==> src/rtl/reset_hub_pkg.sv <==
package reset_hub_pkg;
  localparam int BUS_W = 8;
  localparam int SRC_N = 6;

  localparam int SRC_POR    = 0;
  localparam int SRC_PIN    = 1;
  localparam int SRC_WDOG   = 2;
  localparam int SRC_OSC    = 3;
  localparam int SRC_SLEEP  = 4;
  localparam int SRC_SLPCNT = 5;

  localparam logic [1:0] ADDR_MASK  = 2'd0;
  localparam logic [1:0] ADDR_LEVEL = 2'd1;
  localparam logic [1:0] ADDR_CTRL  = 2'd2;
  localparam logic [1:0] ADDR_STAT  = 2'd3;

  typedef struct packed {
    logic sleep_en;
    logic sleep_inh;
    logic osc_inh;
    logic wdog_inh;
    logic pin_inh;
  } ctrl_t;

  localparam int CTRL_W = $bits(ctrl_t);
endpackage

==> src/rtl/reset_hub_sync.sv <==
module reset_hub_sync #(
  parameter int W = 1
) (
  input  logic         clk,
  input  logic         por_n,
  input  logic [W-1:0] d,
  output logic [W-1:0] q
);
  logic [W-1:0] stage1_q;
  logic [W-1:0] stage2_q;

  always_ff @(posedge clk or negedge por_n) begin
    if (!por_n) begin
      stage1_q <= '0;
      stage2_q <= '0;
    end else begin
      stage1_q <= d;
      stage2_q <= stage1_q;
    end
  end

  assign q = stage2_q;
endmodule

==> src/rtl/reset_hub_divider.sv <==
module reset_hub_divider #(
  parameter int DEB_TAP = 10,
  parameter int SYS_TAP = 11,
  parameter int CPU_TAP = 18
) (
  input  logic clk,
  input  logic por_n,
  output logic deb_tick,
  output logic sys_tick,
  output logic cpu_tick
);
  localparam int DIV_W = CPU_TAP;

  logic [DIV_W-1:0] cnt_q;
  logic [DIV_W-1:0] cnt_d;

  always_comb begin
    cnt_d = cnt_q + 1'b1;
  end

  always_ff @(posedge clk or negedge por_n) begin
    if (!por_n) cnt_q <= '0;
    else        cnt_q <= cnt_d;
  end

  assign deb_tick = &cnt_q[DEB_TAP-1:0];
  assign sys_tick = &cnt_q[SYS_TAP-1:0];
  assign cpu_tick = &cnt_q[CPU_TAP-1:0];
endmodule

==> src/rtl/reset_hub_debounce.sv <==
module reset_hub_debounce #(
  parameter int PORT_W = 8
) (
  input  logic              clk,
  input  logic              por_n,
  input  logic              tick,
  input  logic [PORT_W-1:0] pins,
  input  logic [PORT_W-1:0] care,
  input  logic [PORT_W-1:0] level,
  output logic              match_o,
  output logic              req_o
);
  logic       match_c;
  logic [1:0] smp_q, smp_d;
  logic       req_q, req_d;

  always_comb begin
    match_c = (|care) && (((pins ^ level) & care) == '0);
  end

  always_comb begin
    smp_d = smp_q;
    req_d = req_q;
    if (tick) begin
      smp_d = {smp_q[0], match_c};
      req_d = smp_q[0] & match_c;
    end
  end

  always_ff @(posedge clk or negedge por_n) begin
    if (!por_n) begin
      smp_q <= '0;
      req_q <= 1'b0;
    end else begin
      smp_q <= smp_d;
      req_q <= req_d;
    end
  end

  assign match_o = match_c;
  assign req_o   = req_q;
endmodule

==> src/rtl/reset_hub_stretch.sv <==
module reset_hub_stretch #(
  parameter int TICKS = 4
) (
  input  logic clk,
  input  logic por_n,
  input  logic trigger,
  input  logic tick,
  output logic rst_n_o
);
  localparam int CW = $clog2(TICKS + 1);
  localparam logic [CW-1:0] LAST = CW'(TICKS - 1);

  logic          active_q, active_d;
  logic [CW-1:0] cnt_q, cnt_d;

  always_comb begin
    active_d = active_q;
    cnt_d    = cnt_q;
    if (trigger) begin
      active_d = 1'b1;
      cnt_d    = '0;
    end else if (active_q && tick) begin
      if (cnt_q == LAST) begin
        active_d = 1'b0;
        cnt_d    = '0;
      end else begin
        cnt_d = cnt_q + 1'b1;
      end
    end
  end

  always_ff @(posedge clk or negedge por_n) begin
    if (!por_n) begin
      active_q <= 1'b1;
      cnt_q    <= '0;
    end else begin
      active_q <= active_d;
      cnt_q    <= cnt_d;
    end
  end

  assign rst_n_o = ~active_q;
endmodule

==> src/rtl/reset_hub.sv <==
module reset_hub
  import reset_hub_pkg::*;
#(
  parameter int PORT_W    = 8,
  parameter int DEB_TAP   = 10,
  parameter int SYS_TAP   = 11,
  parameter int CPU_TAP   = 18,
  parameter int SYS_TICKS = 4,
  parameter int CPU_TICKS = 2
) (
  input  logic              clk,
  input  logic              por_n,
  input  logic [PORT_W-1:0] port_pins,
  input  logic              wdog_req,
  input  logic              osc_fail_req,
  input  logic              sleep_req,
  input  logic              slpcnt_req,
  input  logic              bus_wr,
  input  logic [1:0]        bus_addr,
  input  logic [7:0]        bus_wdata,
  output logic [7:0]        bus_rdata,
  output logic              sys_rst_n,
  output logic              cpu_rst_n,
  output logic              opt_rst_n
);
  localparam int REQ_N = 4;

  // option and status registers: power-on domain only
  logic [PORT_W-1:0] mask_q, mask_d;
  logic [PORT_W-1:0] level_q, level_d;
  ctrl_t             ctrl_q, ctrl_d;
  logic [SRC_N-1:0]  stat_q, stat_d;

  logic [REQ_N-1:0]  req_s;
  logic [PORT_W-1:0] pins_s;
  logic              deb_tick, sys_tick, cpu_tick;
  logic              pin_match_s, pin_req;
  logic [SRC_N-1:0]  src_vec;
  logic              any_src;
  logic [SRC_N-1:0]  stat_clr;

  reset_hub_sync #(.W(REQ_N)) u_req_sync (
    .clk   (clk),
    .por_n (por_n),
    .d     ({slpcnt_req, sleep_req, osc_fail_req, wdog_req}),
    .q     (req_s)
  );

  reset_hub_sync #(.W(PORT_W)) u_pin_sync (
    .clk   (clk),
    .por_n (por_n),
    .d     (port_pins),
    .q     (pins_s)
  );

  reset_hub_sync #(.W(1)) u_opt_sync (
    .clk   (clk),
    .por_n (por_n),
    .d     (1'b1),
    .q     (opt_rst_n)
  );

  reset_hub_divider #(
    .DEB_TAP (DEB_TAP),
    .SYS_TAP (SYS_TAP),
    .CPU_TAP (CPU_TAP)
  ) u_div (
    .clk      (clk),
    .por_n    (por_n),
    .deb_tick (deb_tick),
    .sys_tick (sys_tick),
    .cpu_tick (cpu_tick)
  );

  reset_hub_debounce #(.PORT_W(PORT_W)) u_deb (
    .clk     (clk),
    .por_n   (por_n),
    .tick    (deb_tick),
    .pins    (pins_s),
    .care    (mask_q),
    .level   (level_q),
    .match_o (pin_match_s),
    .req_o   (pin_req)
  );

  // source gating
  always_comb begin
    src_vec             = '0;
    src_vec[SRC_PIN]    = pin_req & ~ctrl_q.pin_inh;
    src_vec[SRC_WDOG]   = req_s[0] & ~ctrl_q.wdog_inh;
    src_vec[SRC_OSC]    = req_s[1] & ~ctrl_q.osc_inh;
    src_vec[SRC_SLEEP]  = req_s[2] & ctrl_q.sleep_en & ~ctrl_q.sleep_inh;
    src_vec[SRC_SLPCNT] = req_s[3];
    any_src             = |src_vec;
  end

  // two stretch domains built from one template
  for (genvar g = 0; g < 2; g++) begin : g_stretch
    localparam int TK = (g == 0) ? SYS_TICKS : CPU_TICKS;
    logic tick_sel;
    logic rst_n_w;
    assign tick_sel = (g == 0) ? sys_tick : cpu_tick;
    reset_hub_stretch #(.TICKS(TK)) u_str (
      .clk     (clk),
      .por_n   (por_n),
      .trigger (any_src),
      .tick    (tick_sel),
      .rst_n_o (rst_n_w)
    );
  end

  assign sys_rst_n = g_stretch[0].rst_n_w;
  assign cpu_rst_n = g_stretch[1].rst_n_w;

  // register next state
  always_comb begin
    mask_d   = mask_q;
    level_d  = level_q;
    ctrl_d   = ctrl_q;
    stat_clr = '0;
    if (bus_wr) begin
      case (bus_addr)
        ADDR_MASK:  mask_d   = bus_wdata[PORT_W-1:0];
        ADDR_LEVEL: level_d  = bus_wdata[PORT_W-1:0];
        ADDR_CTRL:  ctrl_d   = ctrl_t'(bus_wdata[CTRL_W-1:0]);
        default:    stat_clr = bus_wdata[SRC_N-1:0];
      endcase
    end
    stat_d = (stat_q & ~stat_clr) | src_vec;
  end

  always_ff @(posedge clk or negedge por_n) begin
    if (!por_n) begin
      mask_q  <= '0;
      level_q <= '0;
      ctrl_q  <= '0;
      stat_q  <= SRC_N'(1) << SRC_POR;
    end else begin
      mask_q  <= mask_d;
      level_q <= level_d;
      ctrl_q  <= ctrl_d;
      stat_q  <= stat_d;
    end
  end

  always_comb begin
    case (bus_addr)
      ADDR_MASK:  bus_rdata = BUS_W'(mask_q);
      ADDR_LEVEL: bus_rdata = BUS_W'(level_q);
      ADDR_CTRL:  bus_rdata = BUS_W'(ctrl_q);
      default:    bus_rdata = BUS_W'(stat_q);
    endcase
  end
endmodule

==> config.mk <==
export PLATFORM = sky130hd
export DESIGN_NAME = reset_hub
export DESIGN_NICKNAME = d
export VERILOG_FILES = /design/src/rtl/reset_hub_pkg.sv /design/src/rtl/reset_hub_sync.sv /design/src/rtl/reset_hub_divider.sv /design/src/rtl/reset_hub_debounce.sv /design/src/rtl/reset_hub_stretch.sv /design/src/rtl/reset_hub.sv
export SDC_FILE = /design/constraint.sdc
export NUM_CORES = 1
export LEC_CHECK = 0
export ABC_AREA = 1
export BUFFER_PORTS_ARGS = -buffer_cell sky130_fd_sc_hd__buf_2
export CORE_ASPECT_RATIO = 0.8
export CORE_MARGIN = 2
export CORE_UTILIZATION = 53
export CTS_BUF_LIST = sky130_fd_sc_hd__clkbuf_8 sky130_fd_sc_hd__clkbuf_16
export CTS_CLUSTER_SIZE = 10
export DETAILED_ROUTE_END_ITERATION = 7
export PLACE_DENSITY = 0.79
export SETUP_SLACK_MARGIN = 0.1
export SYNTH_ARGS = -nofsm -noshare
export SYNTH_HDL_FRONTEND = slang
export SYNTH_HIERARCHICAL = 1
export SYNTH_SLANG_ARGS = --single-unit
==> constraint.sdc <==
create_clock -name clk -period 1.33 [get_ports clk]
set_input_delay 0.0665 -clock clk [delete_from_list [all_inputs] [get_ports clk]]
set_output_delay 0.0665 -clock clk [all_outputs]
set_load 0.05 [all_outputs]
* After elaboration in Yosys (flattened, before gate mapping)
Cells that the tools add are included.
** Word-level totals
- Input port bits :: 25
- Logic and storage cells :: 80
- Output and inout port bits :: 11
- Bits in registers :: 80
** Cells by class
- Bitwise operators :: 17
- $add $sub $neg :: 3
- Reduce and logical (&&, ||, !) cells :: 20
- Multiplexer cells :: 15
- Eq/ne operators :: 4
** Operator list (count)
- 8-bit one-hot mux with 3 select lines :: 1
- 18-bit by 1-bit adder with 18-bit output (second input constant) :: 1
- 18-bit AND reduction :: 1
- 6-bit 2-to-1 mux :: 2
- 11-bit AND reduction :: 1
- 10-bit AND reduction :: 1
- 2-bit AND reduction :: 5
- 3-bit 2-to-1 mux :: 3
- 8-bit AND :: 1
- 8-bit zero test :: 1
- 2-bit nonzero test :: 4
- 8-bit OR reduction :: 1
- 8-bit bitwise XOR :: 1
- 1-bit AND :: 6
- 6-bit AND :: 1
- 1-bit 2-to-1 mux :: 6
- 2-bit 2-to-1 mux :: 3
- 1-bit inverter :: 6
- 6-bit inverter :: 1
- 6-bit OR :: 1
- 5-bit OR reduction :: 1
- 2-bit by 1-bit == test with 1-bit output (second input constant) :: 2
- 3-bit by 1-bit adder with 3-bit output (second input constant) :: 1
- 3-bit by 2-bit == test with 1-bit output (second input constant) :: 1
- other kinds (5) :: 7

* Longest topological paths before layout
Gate-level depths: netlist (run 1).
- Depth after elaboration :: 7
- Mapped depth :: 10
- Mapped depth without buffers :: 10

* Cells and area by module
Netlist (run 1), hierarchy kept.
** By module, submodules not included
- reset_hub :: cells each 172, times used 1, sequential area each 676.9 µm², area an instance 1311.3 µm²
- reset_hub_divider :: cells each 108, times used 1, sequential area each 450.4 µm², area an instance 927.1 µm²
- reset_hub_sync at u_pin_sync :: cells each 16, times used 1, sequential area each 400.4 µm², area an instance 400.4 µm²
- reset_hub_debounce :: cells each 62, times used 1, sequential area each 50.0 µm², area an instance 326.6 µm²
- reset_hub_stretch at g_stretch[0].u_str :: cells each 27, times used 1, sequential area each 101.3 µm², area an instance 207.7 µm²
- reset_hub_sync at u_req_sync :: cells each 8, times used 1, sequential area each 200.2 µm², area an instance 200.2 µm²
- reset_hub_stretch at g_stretch[1].u_str :: cells each 14, times used 1, sequential area each 76.3 µm², area an instance 121.4 µm²
- reset_hub_sync at u_opt_sync :: cells each 2, times used 1, sequential area each 50.0 µm², area an instance 50.0 µm²

* Worst setup path after synthesis (run 1)
No wires, ideal clock.
- Kind :: register to register
- From :: register u_div.cnt_q[0]
- To :: register g_stretch[0].u_str.cnt_q[0]
- Library setup time :: 117 ps
- Required time :: 1213 ps
- Data arrival time :: 1339 ps
- Slack :: -126 ps
- Period minus slack after synthesis :: 1456 ps
- Stages on the path, launching flop included :: 11
- Path buffers :: 0
- Cell sequence :: dfrtp_1 ha_1 nand2_2 nor2_4 nand2_4 nor3_1 nand2_2 nand2_2 inv_2 nand2_1 nand2_1
** On the way
- Longest elaborated chain between the ends :: 3
** RTL lines
- from (decl) :: line reset_hub_divider.sv:14 : logic [DIV_W-1:0] cnt_q;
- from (signal assigned) :: line reset_hub_divider.sv:23 : else cnt_q <= cnt_d;
- 11-bit AND reduction :: line reset_hub_divider.sv:27 : assign sys_tick = &cnt_q[SYS_TAP-1:0];
- net g_stretch[0].tick_sel :: line reset_hub.sv:100 : logic tick_sel;
- 1-bit logical AND :: line reset_hub_stretch.sv:22 : end else if (active_q && tick) begin
- 2-bit nonzero test (no line)
- to (signal assigned) :: line reset_hub_stretch.sv:38 : cnt_q <= cnt_d;
- to (decl) :: line reset_hub_stretch.sv:14 : logic [CW-1:0] cnt_q, cnt_d;
The timed path passes the listed nets, and every way through them passes these cells.
A chain may end at the register's enable or synchronous reset.

* Final worst setup path (run 1)
- From :: register u_div.cnt_q[0]
- To :: register g_stretch[1].u_str.active_q
** On the way
- Longest elaborated chain between the ends :: 4
** RTL lines
- 18-bit AND reduction :: line reset_hub_divider.sv:28 : assign cpu_tick = &cnt_q[CPU_TAP-1:0];
- net cpu_tick :: line reset_hub.sv:36 : logic deb_tick, sys_tick, cpu_tick;
- 1-bit logical AND :: line reset_hub_stretch.sv:22
- 2-bit nonzero test (no line)
- 2-bit AND reduction (no line)
- to (signal assigned) :: line reset_hub_stretch.sv:37 : active_q <= active_d;
- to (decl) :: line reset_hub_stretch.sv:13 : logic active_q, active_d;
The timed path passes the listed nets, and every way through them passes these cells.

==> results of run 1 <==
-- metal layers --
layer / GRT usage [%] / vias up / wire (microns) / part of all wire [%]
met1: 34.0 / 1475 / 3630 / 44
met4: 9.57 / 0 / 188 / 2.3
met3: 5.50 / 22 / 591 / 7.1
met5: 0 / - / 0 / 0
met2: 35.1 / 120 / 3900 / 47
li1: - / 1465 / - / -
-- cells in the final DEF, fill, tap and decap left out, types with 11 or more instances in the layout --
cell type,instances
buf_2,24
buf_4,32
clkbuf_8,11
dfrtp_1,77
dlygate4sd3_1,21
inv_1,45
nand2_1,137
nand2_2,13
nand3_1,36
nand3_2,11
nor2_1,21
-- worst min path at each step --
stage                     startpoint                     end  slack (ns)  cells after the start
after floorplan                por_n               ctrl_q[0]       -0.23                      0
after global placement         por_n  u_pin_sync/stage1_q[2]        0.02                      1
after detailed placement       por_n  u_pin_sync/stage1_q[2]        0.02                      1
after CTS                     bus_wr               mask_q[1]        0.07                      3
after global routing          bus_wr               mask_q[1]         0.1                      3
final                         bus_wr               mask_q[0]        0.09                      3
-- layout make-up --
class,instances,area (sq um)
flip-flops and latches,80,2010
fillers,431,1740
multi-input cells,274,1450
repair buffers,89,723
inverters,49,184
clock buffers,11,151
well taps,84,105
clock inverters,5,47.5
-- power by group through the flow --
stage / combinational (W) / clock [W] / sequential [W]
finish: 0.000889 / 0.00178 / 0.00272
global route: 0.000976 / 0.00191 / 0.00274
CTS: 0.000858 / 0.00181 / 0.00271
detailed placement: 0.000704 / 0 / 0.00278
global placement: 0.000681 / 0 / 0.00277
floorplan: 0.000471 / 0 / 0.00274
-- critical path, cell delays in order, from the launching register on --
cell	delay, ns
dfrtp_1	0.35
ha_2	0.19
nand2_2	0.07
nor2_4	0.12
nand2_4	0.09
nor2_4	0.10
nand3_2	0.09
nor2_4	0.12
nand3_1	0.09
nand2_1	0.07
nand2_1	0.06
-- sequential cells by signal, indices dropped and copies added (netlist names) --
register	count
g_stretch.u_str/active_q	2
u_pin_sync/stage1_q	8
u_div/cnt_q	18
ctrl_q	5
level_q	8
stat_q	6
u_deb/req_o	1
u_pin_sync/q	8
u_opt_sync/q	1
g_stretch.u_str/cnt_q	5
u_req_sync/stage1_q	4
u_opt_sync/stage1_q	1
mask_q	8
u_req_sync/q	4
u_deb/smp_q	1
-- through the flow --
stage	hold slack [ns]	instance area, sq um
after floorplan	-0.229	3550
after global placement	0.0176	3960
after global routing	0.0961	4660
after CTS	0.0741	4490
final	0.0877	4660
after detailed placement	0.0241	3960
-- what timing repair did --
action,CTS,global route
pin swaps,6,11
endpoints found under the setup margin,21,27
endpoints found under the hold margin,108,0
gates cloned,0,0
hold buffers,21,0
buffers inserted,7,9
gates resized for setup,19,33
==> flow_summary.ini, run 1 <==
[sta]
setup_viol = 10
skew_ns = 0.0108
layout_min_cycle_time_ns = 1.43
slew_viol_final = 0
final.period_utilization_pct = 107
hold_viol = 0
fin_tns_setup_ns = -0.524
rsz0062_at_grt = true
finalWorstSetupSlack_ns = -0.0996
fmax_ghz = 0.699

[routing]
drt_iter0_drc = 259
num_vias = 3082
antenna_left = 0
routed_via_density = 5.21
remaining_drc_errors = 0
wl_microns = 8320
first_pass_iters = 4
wl_per_cell_microns = 14.0

[floorplan]
rows = 26
ios = 36
floorplan.initialDensity_pct = 55.2
fp.dieH_microns = 77.1
core_sq_um = 6410
die_area_sq_um = 7350
die_x_microns = 95.4

[grt]
grt_max_degree = 30
antenna_found_initial = 0
first_global_vias = 2896
track_usage_pct = 23.8
grt.overflow.total = 0
grt_first_pass_wirelength_microns = 13400

[critical_path]
worstSetupStartpointType = register
r2r_end = g_stretch[1].u_str/active_q
r2r_cells = 10
worstSetupEndpoint = g_stretch[1].u_str/active_q
cp.required_ns = 1.60
crit_type = register to register
critPathMaxFanout = 3
rrSetupSlack_ns = -0.1
reg2reg_from = u_div/cnt_q[0]
worstSetupStartpoint = u_div/cnt_q[0]
crit_path_end_kind = register
arrival_ns = 1.70

[place]
port_buffers = 35
place_hpwl_microns = 5500
place_ws_ns = -0.0836
gp_congestion = 0.869
dp.cells = 540

[run]
cap_viol_max_count = 0

[synthesis]
avgSynthCellArea_sq_um = 8.67
yosysWarnings = 6
synth_fp_nets = 435
synth_cells = 408
synth.cell_area_sq_um = 3540

[layout]
syn2layout_area_growth_pct = 31.8
layout.nets = 530
final_core_util_pct = 72.8
layout-drive-gt1-share_pct = 27.2
num_antenna_cells = 0
fin_cells = 592

[cts]
cts.path.max_buffers = 2
clk_pin_slew_ns = 0.08
cts.sinks = 80
h-tree-depth = 3
cts_tree = done
clock_latency_ns = 0.35
cts_made_buffers = 9
root_buffer = clkbuf_8

[pwr]
pwr-share-clk_pct = 33.0
power_density_nw_per_um2 = 1150
comb_power_share_pct = 16.5
switchingPower_w = 0.00149
p_total_w = 0.00538
p_seq_share_pct = 50.5
p_sw_share_pct = 27.7
leakage_nw = 2.38
ir_worst_vdd_mv = 0.612
p_int_w = 0.00389

[worst_hold_path]
hold_class = input pin to register

[outcome]
status = finished, violations left
failed_checks = negative setup slack
Power figures use the tool's default switching activity.
==> run 2: changes to the inputs <==
--- a/config.mk
+++ b/config.mk
@@ -9,6 +9,5 @@
 export BUFFER_PORTS_ARGS = -buffer_cell sky130_fd_sc_hd__buf_2
-export CORE_ASPECT_RATIO = 0.8
+export CORE_ASPECT_RATIO = 0.9
 export CORE_MARGIN = 2
 export CORE_UTILIZATION = 53
-export CTS_BUF_LIST = sky130_fd_sc_hd__clkbuf_8 sky130_fd_sc_hd__clkbuf_16
 export CTS_CLUSTER_SIZE = 10
==> constraint.sdc (replaced) <==
create_clock -name clk -period 1.33 [get_ports clk]
set_input_delay 0.133 -clock clk [delete_from_list [all_inputs] [get_ports clk]]
set_output_delay 0.133 -clock clk [all_outputs]
set_load 0.05 [all_outputs]
==> run 2 against run 1 <==
  * The run still ends with negative setup slack left
  * Sequential cell count is the same
  * Wire length grew 2.9%
  * Hold slack lost 0.081 ns
  * Clock power grew 33%
  * First-iteration DRC count grew 2.7%
  * Global-route usage grew 0.50 points
  * Fmax grew 0.25%
  * Critical path type unchanged
  * Cell count grew 1.0%
==> flow_summary.ini, run 2 (synthesized netlist as in run 1, its figures left out) <==
[cts]
clk_pin_slew_ns = 0.08
cts_made_buffers = 9
cts.path.max_buffers = 2
cts.sinks = 80
clock_latency_ns = 0.36
h-tree-depth = 3
cts_tree = done
root_buffer = clkbuf_8

[outcome]
status = finished, violations left
failed_checks = negative setup slack

[sta]
layout_min_cycle_time_ns = 1.43
hold_viol = 0
finalWorstSetupSlack_ns = -0.0960
slew_viol_final = 0
fmax_ghz = 0.701
final.period_utilization_pct = 107
setup_viol = 9
rsz0062_at_grt = true
fin_tns_setup_ns = -0.560
holdWs_ns = 0.00691
skew_ns = 0.0137

[critical_path]
crit_type = register to register
reg2reg_from = u_div/cnt_q[1]
worstSetupStartpointType = register
worstSetupStartpoint = u_div/cnt_q[1]
critPathMaxFanout = 3
r2r_cells = 10
crit_path_end_kind = register
cp.required_ns = 1.57
arrival_ns = 1.67

[floorplan]
die_area_sq_um = 7350
ios = 36
floorplan.initialDensity_pct = 54.3
rows = 28
core_sq_um = 6520
fp.dieH_microns = 81.5
die_x_microns = 90.1

[place]
placed_cell_area_sq_um = 4000
place_hpwl_microns = 5360
place_ws_ns = -0.100
port_buffers = 35
gp_congestion = 0.950

[layout]
largest-register = u_div/cnt_q
layout_commonest_cell = nand2_1
largest_reg_flops = 18
syn2layout_area_growth_pct = 34.7
num_antenna_cells = 0
n_fill_cell = 446
ff_latch_area_sq_um = 2010
layout-drive-gt1-share_pct = 29.9
layout_common_cells = nand2_1 (140), dfrtp_1 (77), inv_1 (41)
fin_area_sq_um = 4760
multi_input_area_sq_um = 1460
layout.nets = 530

[run]
cap_viol_max_count = 0

[grt]
grt_max_degree = 30
grt.overflow.total = 0
grt_first_pass_wirelength_microns = 14000
antenna_found_initial = 0
first_global_vias = 3125
track_usage_pct = 24.3

[routing]
routed_via_density = 5.20
num_vias = 3110
drt_iter0_drc = 266
first_pass_iters = 5
antenna_left = 0
remaining_drc_errors = 0
wl_microns = 8560
wl_per_cell_microns = 14.3

[pwr]
p_total_w = 0.00605
power_density_nw_per_um2 = 1270
ir_worst_vdd_mv = 0.782
leakage_nw = 2.40

[worst_hold_path]
hp-start = bus_wdata[7]
worst_hold_path.num_cells = 3
hold_class = input pin to register
run 2: cell types whose count changed in the layout (fill, tap and decap cells not counted), moves of 4 or more:
cell | before | now
buf_4 | 32 | 37
dlygate4sd3_1 | 21 | 13
inv_1 | 45 | 41
nand3_1 | 36 | 31
nand3_2 | 11 | 16
run 2: final cells by class:
type                    count  area share, %
clock buffers              11           2.97
clock inverters             5           2.70
inverters                  49           3.86
multi-input cells         274           30.7
flip-flops and latches     80           42.1
well taps                  90           2.36
repair buffers             89           15.3
run 2: repair_timing:
| item | in CTS | in global routing |
|---|---|---|
| hold endpoints to repair | 37 | 0 |
| setup buffers | 16 | 5 |
| pin swaps | 16 | 17 |
| resized for setup | 30 | 28 |
| hold buffers | 13 | 0 |
| endpoints found under the setup margin | 24 | 27 |
run 2: where the power goes:
group          switching (W)  internal (W)
sequential          0.000114       0.00260
clock               0.000868       0.00149
combinational       0.000587      0.000396
run 2: through the flow:
| stage | instances | util (%) |
|---|---|---|
| after floorplan | 408 | - |
| after CTS | 593 | 70.8 |
| after global placement | 548 | 61.4 |
| final | 598 | 73.1 |
| after global routing | 598 | 73.1 |
| after detailed placement | 548 | 61.4 |
run 2: metal layers:
| layer | track usage, % | part of all wire, % |
|---|---|---|
| met2 | 43.2 | 51 |
| met3 | 5.96 | 5.9 |
| met5 | 0 | 0 |
| met1 | 29.1 | 41 |
| met4 | 9.69 | 2.8 |
run 2: final timing paths:
path                                                to  slack (ns)
min                                         level_q[7]       0.007
max                        g_stretch[1].u_str/cnt_q[0]        -0.1
min in group asynchronous  g_stretch[0].u_str/cnt_q[0]        0.24
max reg2reg                g_stretch[1].u_str/cnt_q[0]        -0.1
max in group asynchronous  g_stretch[1].u_str/active_q        0.55
min reg2reg                            u_pin_sync/q[6]        0.35
run 2: critical path: stages (launching register included):
cell	delay, ns
dfrtp_1	0.37
ha_2	0.20
nand2_2	0.07
nor2_4	0.11
nand2_4	0.09
nor2_4	0.10
nand3_2	0.08
nor2_4	0.11
nand3_2	0.07
nand2_2	0.07
nor2_1	0.04
==> run 3: changes to the inputs <==
Clock period 1.33 ns to 1.31 ns, I/O delays scaled along.
==> run 3 against run 2 <==
  * The flow still finishes with violations (negative setup slack)
  * Fmax is 4.6% lower
  * Via count is 3.3% lower
  * Combinational power hardly changed
==> flow_summary.ini, run 3 (synthesized netlist as in run 1, its figures left out) <==
[critical_path]
crit_type = register to register
slowest_delay_ns = 0.38
worstSetupStartpointType = register
cp.buffers_inverters = 0
critPathMaxFanout = 3
cpMostUsedCell = nor2_4
cp.required_ns = 1.55
r2r_end = g_stretch[1].u_str/cnt_q[1]
r2r_cells = 10
crit_cells = 10
rrSetupSlack_ns = -0.19
critPathTopFamily = simple AND/OR/NAND/NOR gates
cpMaxStageDelayCell = dfrtp_1
crit_path_end_kind = register
crit_chain = ha_2, nand2_2, nor2_4, nand2_4, nor2_4, nand3_2, nor2_4, nand3_2, nand2_2, nor2_1
arrival_ns = 1.73
reg2reg_from = u_div/cnt_q[1]

[layout]
n_fill_cell = 475
layout_common_cells = nand2_1 (140), dfrtp_1 (77), inv_1 (42), buf_4 (42), nand3_1 (33)
layout_commonest_cell = nand2_1
num_antenna_cells = 0
ff_latch_area_sq_um = 2010
final_core_util_pct = 72.5
syn2layout_area_growth_pct = 33.5
layout-drive-gt1-share_pct = 29.9
largest_reg_flops = 18
fin_area_sq_um = 4720
largest-register = u_div/cnt_q
multi_input_area_sq_um = 1460
layout.nets = 533

[floorplan]
rows = 28
die_area_sq_um = 7350
ios = 36
core_sq_um = 6520
floorplan.initialDensity_pct = 54.3
die_x_microns = 90.1
fp.dieH_microns = 81.5

[grt]
busiest_layer = met2
use_met3_pct = 4.13
grt_max_degree = 81
grt.overflow.total = 0
use_met1_pct = 29.7
first_global_vias = 2922
antenna_found_initial = 0
grtUsageMet2_pct = 41.1
track_usage_pct = 23.3
grt_first_pass_wirelength_microns = 13400

[routing]
num_vias = 3008
antenna_left = 0
wl_per_cell_microns = 13.7
routed_via_density = 5.00
remaining_drc_errors = 0
drt_iter0_drc = 263
wl_microns = 8220
first_pass_iters = 5

[sta]
skew_ns = 0.00678
slew_viol_final = 0
final.period_utilization_pct = 114
finalWorstSetupSlack_ns = -0.186
setup_viol = 10
fin_tns_setup_ns = -1.07
layout_min_cycle_time_ns = 1.50
rsz0062_at_grt = true
hold_viol = 0
fmax_ghz = 0.669

[worst_hold_path]
hp-start = bus_wdata[7]
worst_hold_path.num_cells = 3
hold_end = level_q[7]
hold_class = input pin to register

[cts]
cts_tree = done
clock_latency_ns = 0.34
clk_pin_slew_ns = 0.08
root_buffer = clkbuf_8
h-tree-depth = 3
cts_made_buffers = 9
cts.path.max_buffers = 2
cts.sinks = 80

[outcome]
failed_checks = negative setup slack
status = finished, violations left

[pwr]
power_density_nw_per_um2 = 1210
p_total_w = 0.00572
ir_worst_vdd_mv = 0.675
leakage_nw = 2.40

[place]
place_hpwl_microns = 5270
gp_congestion = 0.932
placed_cell_area_sq_um = 3980
place_ws_ns = -0.156
port_buffers = 35

[run]
cap_viol_max_count = 0
## run 3: changes by cell type in the layout (fill, tap and decap cells not counted), sizes merged
cell | before | now
inv | 49 | 50
bufinv | 4 | 2
buf | 76 | 79
clkinv | 1 | 3
clkinvlp | 0 | 1
clkbuf | 11 | 9
## run 3: tightest hold or removal path, stage by stage
cell	delay [ns]
buf_2	0.09
nand2_1	0.06
nand2_1	0.06
## run 3: worst max-delay path by stage
stage | slack, ns | to | start
final | -0.19 | g_stretch[1].u_str/cnt_q[1] | u_div/cnt_q[1]
after global placement | -0.05 | g_stretch[1].u_str/cnt_q[0] | u_div/cnt_q[0]
after global routing | -0.26 | g_stretch[1].u_str/cnt_q[0] | u_div/cnt_q[1]
after CTS | -0.14 | g_stretch[1].u_str/cnt_q[0] | u_div/cnt_q[1]
after floorplan | -0.08 | g_stretch[1].u_str/cnt_q[0] | u_div/cnt_q[0]
after detailed placement | -0.16 | g_stretch[1].u_str/cnt_q[0] | u_div/cnt_q[1]
## run 3: area by class of cell
class / count / share of cell area [%]
sequential: 80 / 42.5
clock buffer: 9 / 2.62
inverter: 49 / 3.90
clock inverter: 7 / 2.01
timing repair buffer: 92 / 15.6
multi-input combinational: 274 / 31.0
tap: 90 / 2.38
## run 3: per-stage QoR
| stage | cells | hold slack, ns |
|---|---|---|
| floorplan | 408 | -0.165 |
| global placement | 547 | 0.186 |
| detailed placement | 547 | 0.191 |
| CTS | 594 | 0.00385 |
| global route | 601 | 0.0286 |
| finish | 601 | 0.0185 |
## run 3: routing by layer
layer  vias up  share of wire, %
met1      1403                42
met2       113                51
met5         -                 0
li1       1471                 -
met3        21               4.7
met4         0               2.1
## run 3: timing repair
action	CTS	global route
hold buffers	13	0
gates resized for setup	31	24
pin swaps	11	15
buffers inserted	18	9
endpoints found under the hold margin	89	0
setup endpoints to repair	25	29
## run 3: where the power goes
part	total (W)	internal, W	switching (W)
Combinational	0.00100	0.000409	0.000595
Sequential	0.00274	0.00263	0.000108
Clock	0.00197	0.00108	0.000898
Total	0.00572	0.00412	0.00160
